[src/rtl/sram_ctl_pkg.sv]
package sram_ctl_pkg;
  typedef enum logic [2:0] {
    S_IDLE  = 3'd0,
    S_RD    = 3'd1,
    S_WSET  = 3'd2,
    S_WPUL  = 3'd3,
    S_WHOLD = 3'd4,
    S_TURN  = 3'd5
  } ctl_state_e;
endpackage

[src/rtl/sram_ctl_wait_cnt.sv]
module sram_ctl_wait_cnt #(
  parameter int WW = 4
) (
  input  logic          clk,
  input  logic          rst_n,
  input  logic          load,
  input  logic [WW-1:0] load_val,
  input  logic          dec,
  output logic          last
);
  logic [WW-1:0] cnt;

  always_ff @(posedge clk or negedge rst_n) begin
    if (!rst_n)
      cnt <= WW'(1);
    else if (load)
      cnt <= (load_val == '0) ? WW'(1) : load_val;
    else if (dec && cnt > WW'(1))
      cnt <= cnt - WW'(1);
  end

  assign last = (cnt == WW'(1));
endmodule

[src/rtl/sram_ctl_fsm.sv]
module sram_ctl_fsm
  import sram_ctl_pkg::*;
(
  input  logic       clk,
  input  logic       rst_n,
  input  logic       req_valid,
  input  logic       req_write,
  input  logic       mask_zero,
  input  logic       last,
  output ctl_state_e st,
  output logic       accept,
  output logic       cnt_dec,
  output logic       capture,
  output logic       clear
);
  ctl_state_e nxt;

  always_comb begin
    nxt     = st;
    accept  = 1'b0;
    cnt_dec = 1'b0;
    capture = 1'b0;
    clear   = 1'b0;
    case (st)
      S_IDLE: if (req_valid) begin
        accept = 1'b1;
        if (mask_zero) begin
          nxt   = S_TURN;
          clear = !req_write;
        end else begin
          nxt = req_write ? S_WSET : S_RD;
        end
      end
      S_RD: begin
        cnt_dec = 1'b1;
        if (last) begin
          capture = 1'b1;
          nxt     = S_TURN;
        end
      end
      S_WSET:  nxt = S_WPUL;
      S_WPUL: begin
        cnt_dec = 1'b1;
        if (last) nxt = S_WHOLD;
      end
      S_WHOLD: nxt = S_TURN;
      S_TURN:  nxt = S_IDLE;
      default: nxt = S_IDLE;
    endcase
  end

  always_ff @(posedge clk or negedge rst_n) begin
    if (!rst_n) st <= S_IDLE;
    else        st <= nxt;
  end
endmodule

[src/rtl/sram_ctl_lanes.sv]
module sram_ctl_lanes #(
  parameter int DW    = 16,
  parameter int LANES = DW / 8
) (
  input  logic             clk,
  input  logic             rst_n,
  input  logic             active,
  input  logic [LANES-1:0] mask,
  input  logic             capture,
  input  logic             clear,
  input  logic [DW-1:0]    dq_in,
  output logic [LANES-1:0] sel_n,
  output logic [DW-1:0]    rdata
);
  for (genvar i = 0; i < LANES; i++) begin : g_lane
    assign sel_n[i] = !(active && mask[i]);

    always_ff @(posedge clk or negedge rst_n) begin
      if (!rst_n)
        rdata[i*8 +: 8] <= '0;
      else if (clear)
        rdata[i*8 +: 8] <= '0;
      else if (capture)
        rdata[i*8 +: 8] <= mask[i] ? dq_in[i*8 +: 8] : 8'h00;
    end
  end
endmodule

[src/rtl/sram_ctl.sv]
module sram_ctl
  import sram_ctl_pkg::*;
#(
  parameter int AW    = 17,
  parameter int DW    = 16,
  parameter int WW    = 4,
  localparam int LANES = DW / 8
) (
  input  logic             clk,
  input  logic             rst_n,
  input  logic [WW-1:0]    cfg_wait,
  input  logic             req_valid,
  output logic             req_ready,
  input  logic             req_write,
  input  logic [AW-1:0]    req_addr,
  input  logic [DW-1:0]    req_wdata,
  input  logic [LANES-1:0] req_mask,
  output logic             rsp_valid,
  output logic [DW-1:0]    rsp_rdata,
  output logic [AW-1:0]    mem_addr,
  output logic             mem_cen_n,
  output logic             mem_oen_n,
  output logic             mem_wen_n,
  output logic [LANES-1:0] mem_lane_n,
  output logic [DW-1:0]    mem_dq_out,
  output logic             mem_dq_oe,
  input  logic [DW-1:0]    mem_dq_in
);
  ctl_state_e       st;
  logic             accept, cnt_dec, capture, clear, last;
  logic [AW-1:0]    c_addr;
  logic [DW-1:0]    c_wdata;
  logic [LANES-1:0] c_mask;
  logic             active;

  sram_ctl_fsm u_fsm (
    .clk       (clk),
    .rst_n     (rst_n),
    .req_valid (req_valid),
    .req_write (req_write),
    .mask_zero (req_mask == '0),
    .last      (last),
    .st        (st),
    .accept    (accept),
    .cnt_dec   (cnt_dec),
    .capture   (capture),
    .clear     (clear)
  );

  sram_ctl_wait_cnt #(.WW(WW)) u_cnt (
    .clk      (clk),
    .rst_n    (rst_n),
    .load     (accept),
    .load_val (cfg_wait),
    .dec      (cnt_dec),
    .last     (last)
  );

  // Command held from acceptance until the next one
  always_ff @(posedge clk or negedge rst_n) begin
    if (!rst_n) begin
      c_addr  <= '0;
      c_wdata <= '0;
      c_mask  <= '0;
    end else if (accept) begin
      c_addr  <= req_addr;
      c_wdata <= req_wdata;
      c_mask  <= req_mask;
    end
  end

  always_ff @(posedge clk or negedge rst_n) begin
    if (!rst_n) rsp_valid <= 1'b0;
    else        rsp_valid <= capture | clear;
  end

  assign active = (st == S_RD) || (st == S_WSET) || (st == S_WPUL) || (st == S_WHOLD);

  sram_ctl_lanes #(.DW(DW), .LANES(LANES)) u_lanes (
    .clk     (clk),
    .rst_n   (rst_n),
    .active  (active),
    .mask    (c_mask),
    .capture (capture),
    .clear   (clear),
    .dq_in   (mem_dq_in),
    .sel_n   (mem_lane_n),
    .rdata   (rsp_rdata)
  );

  assign req_ready  = (st == S_IDLE);
  assign mem_addr   = c_addr;
  assign mem_dq_out = c_wdata;
  assign mem_cen_n  = !active;
  assign mem_oen_n  = (st != S_RD);
  assign mem_wen_n  = (st != S_WPUL);
  assign mem_dq_oe  = (st == S_WSET) || (st == S_WPUL) || (st == S_WHOLD);
endmodule

[config.mk]
export PLATFORM = sky130hd
export DESIGN_NAME = sram_ctl
export DESIGN_NICKNAME = d
export VERILOG_FILES = /design/src/rtl/sram_ctl_pkg.sv /design/src/rtl/sram_ctl_wait_cnt.sv /design/src/rtl/sram_ctl_fsm.sv /design/src/rtl/sram_ctl_lanes.sv /design/src/rtl/sram_ctl.sv
export SDC_FILE = /design/constraint.sdc
export NUM_CORES = 1
export LEC_CHECK = 0
export ABC_AREA = 1
export BUFFER_PORTS_ARGS = -buffer_cell sky130_fd_sc_hd__clkbuf_2
export CAP_MARGIN = 15
export CORE_ASPECT_RATIO = 1.25
export CORE_MARGIN = 1.5
export CORE_UTILIZATION = 47
export DETAILED_ROUTE_END_ITERATION = 10
export GPL_ROUTABILITY_DRIVEN = 0
export PLACE_DENSITY = 0.77
export SYNTH_ARGS = -nofsm -noshare
export SYNTH_HDL_FRONTEND = slang
export SYNTH_SLANG_ARGS = --single-unit
[constraint.sdc]
create_clock -name clk -period 1.9 [get_ports clk]
set_input_delay 0 -clock clk [delete_from_list [all_inputs] [get_ports clk]]
set_output_delay 0 -clock clk [all_outputs]
set_load 0.05 [all_outputs]
Word-level counts from Yosys, hierarchy flattened
Index checks and enable logic that the tools add are counted.
- bitwise logic cells: 1
- shift-type cells: 0
- add/subtract/negate cells: 1
- $lt $le $gt $ge: 1
- reductions and logical operators: 19
- divide/modulo/power cells: 0
- equal/unequal tests: 10
- multiplexer cells: 23
- $mul: 0
- operators with widths (operator ; count):
    8-bit 2-to-1 mux ; 6
    3-bit one-hot mux with 5 select lines ; 1
    3-bit 2-to-1 mux ; 4
    4-bit 2-to-1 mux ; 3
    1-bit 2-to-1 mux ; 8
    3-bit by 2-bit == test with 1-bit output (second input constant) ; 2
    2-bit inequality test (second input constant) ; 3
    1-bit logical OR ; 5
    4-bit by 1-bit == test with 1-bit output (second input constant) ; 1
    4-bit by 1-bit greater-than comparator with 1-bit output (second input constant) ; 1
    1-bit zero test ; 4
    4-bit zero test ; 1
    2-bit nonzero test ; 2
    4-bit by 1-bit subtractor with 4-bit output (second input constant) ; 1
    3-bit by 1-bit == test with 1-bit output (second input constant) ; 1
    3-bit == test (second input constant) ; 1
    1-bit logical AND ; 3
    3-bit zero test ; 1
    3-bit by 1-bit inequality test with 1-bit output (second input constant) ; 1
    3-bit by 2-bit inequality test with 1-bit output (second input constant) ; 1
    3-bit AND reduction ; 1
    2-bit zero test ; 1
    2-bit 2-to-1 mux ; 1
    2-bit OR reduction ; 1
    1-bit bitwise OR ; 1
- memory bits (read-only): 0
- register bits after elaboration: 59
- bits of input ports: 59
- bits in writable memories: 0
- memories: 0
- latch bits: 0

Longest topological paths before layout
Gate-level depths: netlist (run 1).
- depth in word-level cells: 6
- mapped depth: 8
- depth with buffers taken out: 7

Cells and area by module
From an unflattened synthesis (run 1), not the netlist that was laid out.
- cell total of the unflattened synthesis: 327
- area total of the unflattened synthesis: 2895.3 sq um
- by module, submodules not included (module ; area an instance (sq um) ; cells an instance ; instances ; seq. area each (sq um)):
    sram_ctl ; 1626.6 ; 166 ; 1 ; 900.9
    sram_ctl_lanes ; 715.7 ; 74 ; 1 ; 400.4
    sram_ctl_wait_cnt ; 334.1 ; 53 ; 1 ; 101.3
    sram_ctl_fsm ; 219.0 ; 34 ; 1 ; 75.1

Worst setup path after synthesis (run 1)
OpenSTA, ideal clock, no wires.
- path kind: register to register
- from: reg u_fsm.st[2]
- to: reg u_fsm.st[0]
- library setup time: 127 ps
- period minus slack after synthesis: 1702 ps
- stages on the path, launching flop included: 7
- setup slack: 198 ps
- arrival time: 1575 ps
- buffers on the path: 0
- cell sequence: dfrtp_1 > inv_1 > nand2_1 > nor2_1 > nand2_1 > nand2_1 > o21ai_0
- cells in the longest elaborated chain, start to end: 3
- ends and longest elaborated chain (what ; line ; source):
    start, declared ; sram_ctl_fsm.sv:10 ; output ctl_state_e st,
    start signal, assigned ; sram_ctl_fsm.sv:54 ; else st <= nxt;
    3-bit zero test * ; -- ;
    named net req_ready ; sram_ctl.sv:13 ; output logic req_ready,
    2-bit inequality test (no line) ; -- ;
    3-bit AND reduction (no line) ; -- ;
The timed path passes the listed nets; every way through them passes the cells marked *.
A chain may end at the register's enable or synchronous reset.

Worst setup path in the final report (run 1)
- from: reg u_fsm.st[2]
- to: out mem_lane_n[0]
- cells in the longest elaborated chain, start to end: 6
- ends and longest elaborated chain (what ; line ; source):
    3-bit by 1-bit == test with 1-bit output / 3-bit by 2-bit == test with 1-bit output (equally long branches) ; sram_ctl.sv:77 ; assign active = (st == S_RD) || (st == S_WSET) || (st == S_WPUL) || (st == S_WHOLD);
    1-bit logical OR (2 in series) ; sram_ctl.sv:77 ;
    1-bit logical OR * ; sram_ctl.sv:77 ;
    1-bit logical AND * ; sram_ctl_lanes.sv:16 ; assign sel_n[i] = !(active && mask[i]);
    1-bit zero test * ; sram_ctl_lanes.sv:16 ;
    end, declared ; sram_ctl.sv:24 ; output logic [LANES-1:0] mem_lane_n,
Mark *: on every way between the ends. The rest lies on a longest branch, timed or not.

==> run_results.csv, run 1 <==
group,metric,value,unit
sta,relSlewSlack,57.9,%
detailed_routing,drtPass1Iterations,4,
logic_synthesis,synth_mux_area_share,0,%
worst_setup_path,path_buf_inv,3,
die,floorplan.die_area,0.00610,mm²
grt,antenna_found_initial,0,
worst_setup_path,arrival,1.73,ns
worst_setup_path,crit_path_start,"u_fsm.st[2]",
worst_setup_path,critical_path.startpoint_type,"flip-flop",
worst_setup_path,worst-path-max-fanout,5,
worst_setup_path,cpPeakStageDelay,0.44,ns
detailed_routing,initialDrtViolationCount,122,
hold_path,hold_class,"in2reg",
power,power.share.switching,53.8,%
finish,areaGrowthSynthToFinish,51.7,%
logic_synthesis,ys_seq_elements,59,
sta,fin_skew,0.00724,ns
sta,setup_viol_count_final,0,
job,max_cap_viol_count,0,
sta,finalHoldWorstSlack,0.0312,ns
logic_synthesis,mappedNetlistArea,0.00265,mm²
detailed_routing,finalWirelength,7150,µm
worst_setup_path,crit_path_top_delay_cell,"sky130_fd_sc_hd__dfrtp_2",
clocking,clock_transition_time_at_the_flip_flop_clock_pins_of_the_worst_setup_and_hold_paths,0.06,ns
logic_synthesis,number_of_nets_produced_by_synthesis,398,
sta,min_period_over_period,90.9,%
worst_setup_path,endpoint_kind,"primary output",
logic_synthesis,synthDistinctLibCells,21,
clocking,cts_tree,"done",
clocking,cts_h_tree_depth,3,
clocking,cts-buffers-inserted,9,
logic_synthesis,post_synth_inst_count,337,
hold_path,worstHoldStart,"cfg_wait[0]",
logic_synthesis,synth_seq_area_share,55.7,%
power,p_sw,0.00430,W
sta,tns,0,ns
power,power_frac_seq,29.0,%
logic_synthesis,adder_cell_fraction_of_synth_area,0.944,%
die,die_height,87.0,µm
place,post-dp-hpwl,4370,µm
power,total_power,0.00799,W
grt,largest_net_degree_at_the_start_of_global_routing,43,
power,comb_power_share,56.1,%
finish,drive_above_1_share,28.5,%
logic_synthesis,main_combinational_cell_family_by_area_after_synthesis,"simple AND/OR/NAND/NOR gates",
die,core.rowCount,30,
logic_synthesis,synth_top_area_cell,"sky130_fd_sc_hd__dfrtp_1",
grt,globalRoute.totalOverflow,0,
clocking,cts_post_setup_buffers_inserted,0,
logic_synthesis,netlist_top_cells_area,"sky130_fd_sc_hd__dfrtp_1 55%, sky130_fd_sc_hd__nand2_1 25%, sky130_fd_sc_hd__nor2_1 5.7%, sky130_fd_sc_hd__nand3_1 1.9%, sky130_fd_sc_hd__inv_1 1.7%",
finish,final_area,0.00402,mm²
logic_synthesis,yosysTopAreaCellShare,54.7,%
clocking,clock_tree.root_cell,"sky130_fd_sc_hd__clkbuf_8",
sta,max_clock_freq,579,MHz
worst_setup_path,regToRegStartpoint,"u_cnt.cnt[0]",
sta,maxSlewViolCount,0,
grt,grt-busiest-layer,"met2",
worst_setup_path,timing.critical_path.max_delay_family,"buffers and inverters",
logic_synthesis,synthXorXnorAreaFrac,0.330,%
detailed_routing,postRouteAntennaNets,0,
grt,grt_use_total,24.8,%
worst_setup_path,setup.worst_path.class,"reg2out",
power,total_leakage_power,2.31,nW
power,clkPwrFrac,14.9,%
sta,final_min_period,1.73,ns
grt,globalRouteMet1Util,29.7,%
clocking,clock-sinks,59,
grt,first_pass_grt_wire_length,11900,µm
detailed_routing,route.detailed.vias_per_inst,4.72,
finish,diodes,0,
status,outcome,"finished, final reports clean",
clocking,clk_path_buf_depth,2,
worst_setup_path,cp_cell_sequence,"inv_1, nor2_1, inv_1, nand2_1, o21ai_0, nand2_1, buf_2",
die,initial_utilization,48.7,%
clocking,clock_insertion_delay_worst_skew,0.32,ns
grt,grt_pass1_vias,2662,
finish,final_nets,569,
logic_synthesis,synthesized_area_fraction_occupied_by_ao_oa_aoi_and_oai_cells,1.51,%
power,max-vdd-ir-drop,1240,µV
sta,max_slew.worst_pin.slew,0.632,ns
power,internal-power,0.00369,W
logic_synthesis,post_synth.cell_area_avg,7.87,µm²
grt,use_met3,7.29,%
logic_synthesis,yosysWarningCount,0,
sta,grt_setup_unrepaired,"false",
detailed_routing,drt-wirelength-per-cell,12.4,µm
logic_synthesis,yosys.area_share.simple,36.2,%
place,port-buffer-count,115,
die,coreArea,0.00544,mm²
die,ports,116,
power,powerDensity,1990,mW/mm²
detailed_routing,route.detailed.drc,0,
sta,fin_hold_viols,0,
detailed_routing,vias,2716,
die,floorplan.die.width,70.2,µm
worst_setup_path,cp.required,1.90,ns
grt,use_met2,43.6,%
place,placed_cell_area,0.00328,mm²
[Yosys cell counts (all sizes together)]
cell type  number
buf            10
nand2         180
xor2            1
inv            16
nor2           44
dfstp           1
dfrtp          58
nand3b          1
clkbuf          3
o21ai           4
ha              2
a21oi           4
nand4           2
nand3          11
[area by class of cell]
class / count / area (µm²)
fill: 406 / 1420
multi-input combinational: 249 / 1030
tap: 64 / 80.1
timing repair buffer: 173 / 1160
clock buffer: 14 / 183
sequential: 59 / 1480
clock inverter: 1 / 30.0
inverter: 16 / 60.1
[per-stage QoR]
stage	util [%]	worst slack (ns)	cells
after floorplan	-	0.198	337
after global placement	60.2	0.365	508
after detailed placement	60.2	0.255	508
after CTS	73.9	0.0809	576
after global routing	73.9	0.0327	576
final	73.9	0.174	576
[power groups by stage]
stage               sequential (W)  clock, W  combinational, W
finish                     0.00232   0.00119           0.00448
floorplan                  0.00398         0           0.00170
global route               0.00240   0.00129           0.00482
CTS                        0.00230   0.00122           0.00448
global placement           0.00229         0           0.00430
detailed placement         0.00231         0           0.00438
[registers in the layout, summed over array words and instances, names as in the netlist]
signal	count
c_mask	2
rsp_valid	1
mem_dq_out	16
mem_addr	17
u_fsm.st	3
u_cnt.cnt	4
u_lanes.rdata	16
[per-layer routing]
metal	vias up	routed length [µm]
li1	1361	-
met4	0	64
met2	112	3690
met3	6	410
met1	1237	2990
met5	-	0
[cell families (layout without fill, tap and decap cells)]
group | Yosys count | after routing
adder cells (fa/ha/maj) | 2 | 2
AND/OR/NAND/NOR | 238 | 238
XOR/XNOR | 1 | 1
AO/OA/AOI/OAI | 8 | 8
buffers and inverters | 29 | 204
flip-flops | 59 | 59
[worst min-delay path, cell delays in order]
cell	delay (ns)
sky130_fd_sc_hd__clkbuf_2	0.08
sky130_fd_sc_hd__a21oi_1	0.04
sky130_fd_sc_hd__nand2_1	0.05
sky130_fd_sc_hd__nand2_1	0.04
sky130_fd_sc_hd__nor2_1	0.10
[final timing paths]
kind                                          end  slack (ns)  depth (start not counted)
worst min register to register        mem_addr[2]        0.48                          2
max in group asynchronous       u_lanes.rdata[10]        1.06                          3
worst max register to register       u_cnt.cnt[0]        0.24                          7
worst min-delay path                 u_cnt.cnt[0]        0.03                          5
worst max-delay path                mem_lane_n[0]        0.17                          7
min in group asynchronous             u_fsm.st[1]        0.23                          2
[repair_timing]
| item | CTS | global route |
|---|---|---|
| resized for setup | 0 | 3 |
| hold endpoints to repair | 75 | 0 |
| setup endpoints to repair | 0 | 3 |
| hold buffers | 53 | 0 |
[layout by cell type, fill, tap and decap left out]
cell and count:
sky130_fd_sc_hd__nand2_1 179, sky130_fd_sc_hd__clkbuf_2 113, sky130_fd_sc_hd__dfrtp_1 57, sky130_fd_sc_hd__dlygate4sd3_1 53, sky130_fd_sc_hd__nor2_1 40, sky130_fd_sc_hd__clkbuf_8 13, sky130_fd_sc_hd__inv_1 12, sky130_fd_sc_hd__nand3_1 10
sky130_fd_sc_hd__inv_2 4, sky130_fd_sc_hd__a21oi_1 4, sky130_fd_sc_hd__o21ai_0 4, sky130_fd_sc_hd__buf_4 4, sky130_fd_sc_hd__nor2_4 3, sky130_fd_sc_hd__nand4_1 2, sky130_fd_sc_hd__ha_1 2, sky130_fd_sc_hd__buf_2 2
sky130_fd_sc_hd__nand2_4 1, sky130_fd_sc_hd__nand3_4 1, sky130_fd_sc_hd__nor2_2 1, sky130_fd_sc_hd__nand3b_1 1, sky130_fd_sc_hd__xor2_1 1, sky130_fd_sc_hd__clkbuf_1 1, sky130_fd_sc_hd__bufinv_16 1, sky130_fd_sc_hd__buf_12 1
sky130_fd_sc_hd__dfstp_2 1, sky130_fd_sc_hd__dfrtp_2 1
(Power assumes the default switching activity.)
==> inputs of run 2 (changes only) <==
--- a/config.mk
+++ b/config.mk
@@ -14,6 +14,7 @@
 export DETAILED_ROUTE_END_ITERATION = 10
 export GPL_ROUTABILITY_DRIVEN = 0
 export PLACE_DENSITY = 0.77
+export RECOVER_POWER = 100
 export SYNTH_ARGS = -nofsm -noshare
 export SYNTH_HDL_FRONTEND = slang
 export SYNTH_SLANG_ARGS = --single-unit
==> run 2 against run 1 <==
Net effect: worst hold slack got worse by 0.0075 ns; register-to-register slack worse by 0.03 ns; sequential share of layout area grew 0.71 points; count of clock-buffer cells in the layout is the same; via count increased by 0.66%; cell area fell by 1.9%; clock power hardly changed; first-iteration DRC count rose by 20%; largest power group unchanged; highest routed layer unchanged.
==> run_results.csv, run 2 (synthesis results as in run 1) <==
group,metric,value,unit
status,outcome,"finished, final reports clean",
worst_setup_path,arrival,1.73,ns
power,power.share.switching,54.8,%
power,comb_power_share,55.3,%
finish,largest_register_ffs,17,
detailed_routing,finalWirelength,7160,µm
finish,multi_input_area,0.00103,mm²
die,initial_utilization,48.7,%
power,internal-power,0.00354,W
worst_setup_path,path_buf_inv,3,
power,max-vdd-ir-drop,1210,µV
place,post-dp-hpwl,4370,µm
detailed_routing,drtPass1Iterations,4,
worst_setup_path,cp.required,1.90,ns
grt,first_pass_grt_wire_length,11900,µm
sta,relSlewSlack,7.93,%
finish,drive_above_1_share,17.2,%
clocking,cts-buffers-inserted,9,
sta,fin_hold_viols,0,
grt,grt_use_total,24.8,%
worst_setup_path,setup.worst_path.class,"reg2out",
die,floorplan.die.width,70.2,µm
detailed_routing,drt-wirelength-per-cell,12.4,µm
finish,areaGrowthSynthToFinish,48.8,%
die,die_height,87.0,µm
worst_setup_path,cp_cell_sequence,"inv_1, nor2_1, inv_1, nand2_1, o21ai_0, nand2_1, buf_2",
detailed_routing,route.detailed.vias_per_inst,4.75,
sta,maxSlewViolCount,0,
die,floorplan.die_area,0.00610,mm²
worst_setup_path,crit_path_top_delay_cell,"sky130_fd_sc_hd__dfrtp_2",
worst_setup_path,worst-r2r-setup-slack,0.21,ns
clocking,clock_insertion_delay_worst_skew,0.32,ns
grt,antenna_found_initial,0,
sta,max_slew.worst_pin.slew,1.38,ns
worst_setup_path,critical_path.startpoint_type,"flip-flop",
die,ports,116,
power,power_frac_seq,29.5,%
worst_setup_path,cpPeakStageDelay,0.44,ns
die,coreArea,0.00544,mm²
power,p_sw,0.00429,W
grt,largest_net_degree_at_the_start_of_global_routing,43,
sta,min_period_over_period,91.1,%
hold_path,hold_class,"in2reg",
clocking,cts_h_tree_depth,3,
detailed_routing,route.detailed.drc,0,
job,max_cap_viol_count,0,
power,total_leakage_power,2.13,nW
sta,final_min_period,1.73,ns
finish,seq_area,0.00148,mm²
sta,finalHoldWorstSlack,0.0237,ns
sta,grt_setup_unrepaired,"false",
detailed_routing,initialDrtViolationCount,146,
power,powerDensity,1990,mW/mm²
clocking,cts_tree,"done",
clocking,cts_post_setup_buffers_inserted,0,
grt,globalRoute.totalOverflow,0,
power,clkPwrFrac,15.2,%
place,port-buffer-count,115,
clocking,clock_transition_time_at_the_flip_flop_clock_pins_of_the_worst_setup_and_hold_paths,0.06,ns
finish,mostFrequentLayoutCells,"179 x sky130_fd_sc_hd__nand2_1, 58 x sky130_fd_sc_hd__clkbuf_1, 58 x sky130_fd_sc_hd__clkbuf_2",
finish,layout.cells.most_common,"sky130_fd_sc_hd__nand2_1",
clocking,clock-sinks,59,
finish,final.fill_count,439,
finish,final_nets,569,
sta,max_clock_freq,578,MHz
grt,grt_pass1_vias,2662,
sta,setup_viol_count_final,0,
worst_setup_path,timing.critical_path.max_delay_family,"buffers and inverters",
clocking,clk_path_buf_depth,2,
detailed_routing,postRouteAntennaNets,0,
worst_setup_path,worst-path-max-fanout,5,
finish,diodes,0,
clocking,clock_tree.root_cell,"sky130_fd_sc_hd__clkbuf_8",
sta,fin_skew,0.00588,ns
worst_setup_path,endpoint_kind,"primary output",
sta,tns,0,ns
die,core.rowCount,30,
detailed_routing,vias,2734,
-- run 2: power groups by stage --
| stage | sequential, W | combinational [W] | clock, W |
|---|---|---|---|
| final | 0.00231 | 0.00433 | 0.00119 |
| after global routing | 0.00239 | 0.00467 | 0.00129 |
| after CTS | 0.00230 | 0.00448 | 0.00122 |
| after detailed placement | 0.00231 | 0.00438 | 0 |
| after global placement | 0.00229 | 0.00430 | 0 |
| after floorplan | 0.00398 | 0.00170 | 0 |
-- run 2: final cells by class --
cell class	instances	share of cell area (%)
clock buffer	14	4.63
timing repair buffer	173	27.4
tap	64	2.03
sequential	59	37.5
clock inverter	1	0.761
multi-input combinational	249	26.2
inverter	16	1.52
-- run 2: worst reg2reg max path: stages, from the launching register on --
cell,delay [ns]
sky130_fd_sc_hd__dfrtp_1,0.40
sky130_fd_sc_hd__inv_1,0.19
sky130_fd_sc_hd__nand3_4,0.14
sky130_fd_sc_hd__buf_4,0.38
sky130_fd_sc_hd__nor2_2,0.09
sky130_fd_sc_hd__inv_2,0.20
sky130_fd_sc_hd__nand2_1,0.10
sky130_fd_sc_hd__nor2_1,0.12
-- run 2: per-stage QoR --
step	util, %	setup WS (ns)	instance area, µm²	total power, W	cells
2_1_floorplan	-	0.198	2650	0.00568	337
3_3_place_gp	60.2	0.365	3280	0.00659	508
3_5_place_dp	60.2	0.255	3280	0.00669	508
4_1_cts	73.9	0.0809	4020	0.00800	576
5_1_grt	72.5	0.0281	3950	0.00835	576
6_report	72.5	0.169	3950	0.00784	576
-- run 2: path summary, 6_finish.rpt --
path,startpoint,to,depth (start not counted)
max,u_fsm.st[2],mem_lane_n[0],7
min,cfg_wait[0],u_cnt.cnt[0],5
max reg2reg,u_fsm.st[1],u_lanes.rdata[3],7
min reg2reg,mem_addr[2],mem_addr[2],2
max in group asynchronous,rst_n,u_fsm.st[2],2
min in group asynchronous,rst_n,u_fsm.st[1],2
-- run 2: what timing repair did --
item                                   4_1_cts  5_1_grt
endpoints found under the hold margin       75        0
resized for setup                            0        3
setup endpoints to repair                    0        3
hold buffers                                53        0
-- run 2: metal layers --
metal / global-route usage, % / part of all wire [%] / vias to the layer above
met5: 0 / 0 / -
met4: 6.99 / 0.89 / 0
met3: 7.29 / 6.0 / 6
met2: 43.6 / 51 / 113
met1: 29.7 / 42 / 1255
li1: - / - / 1360
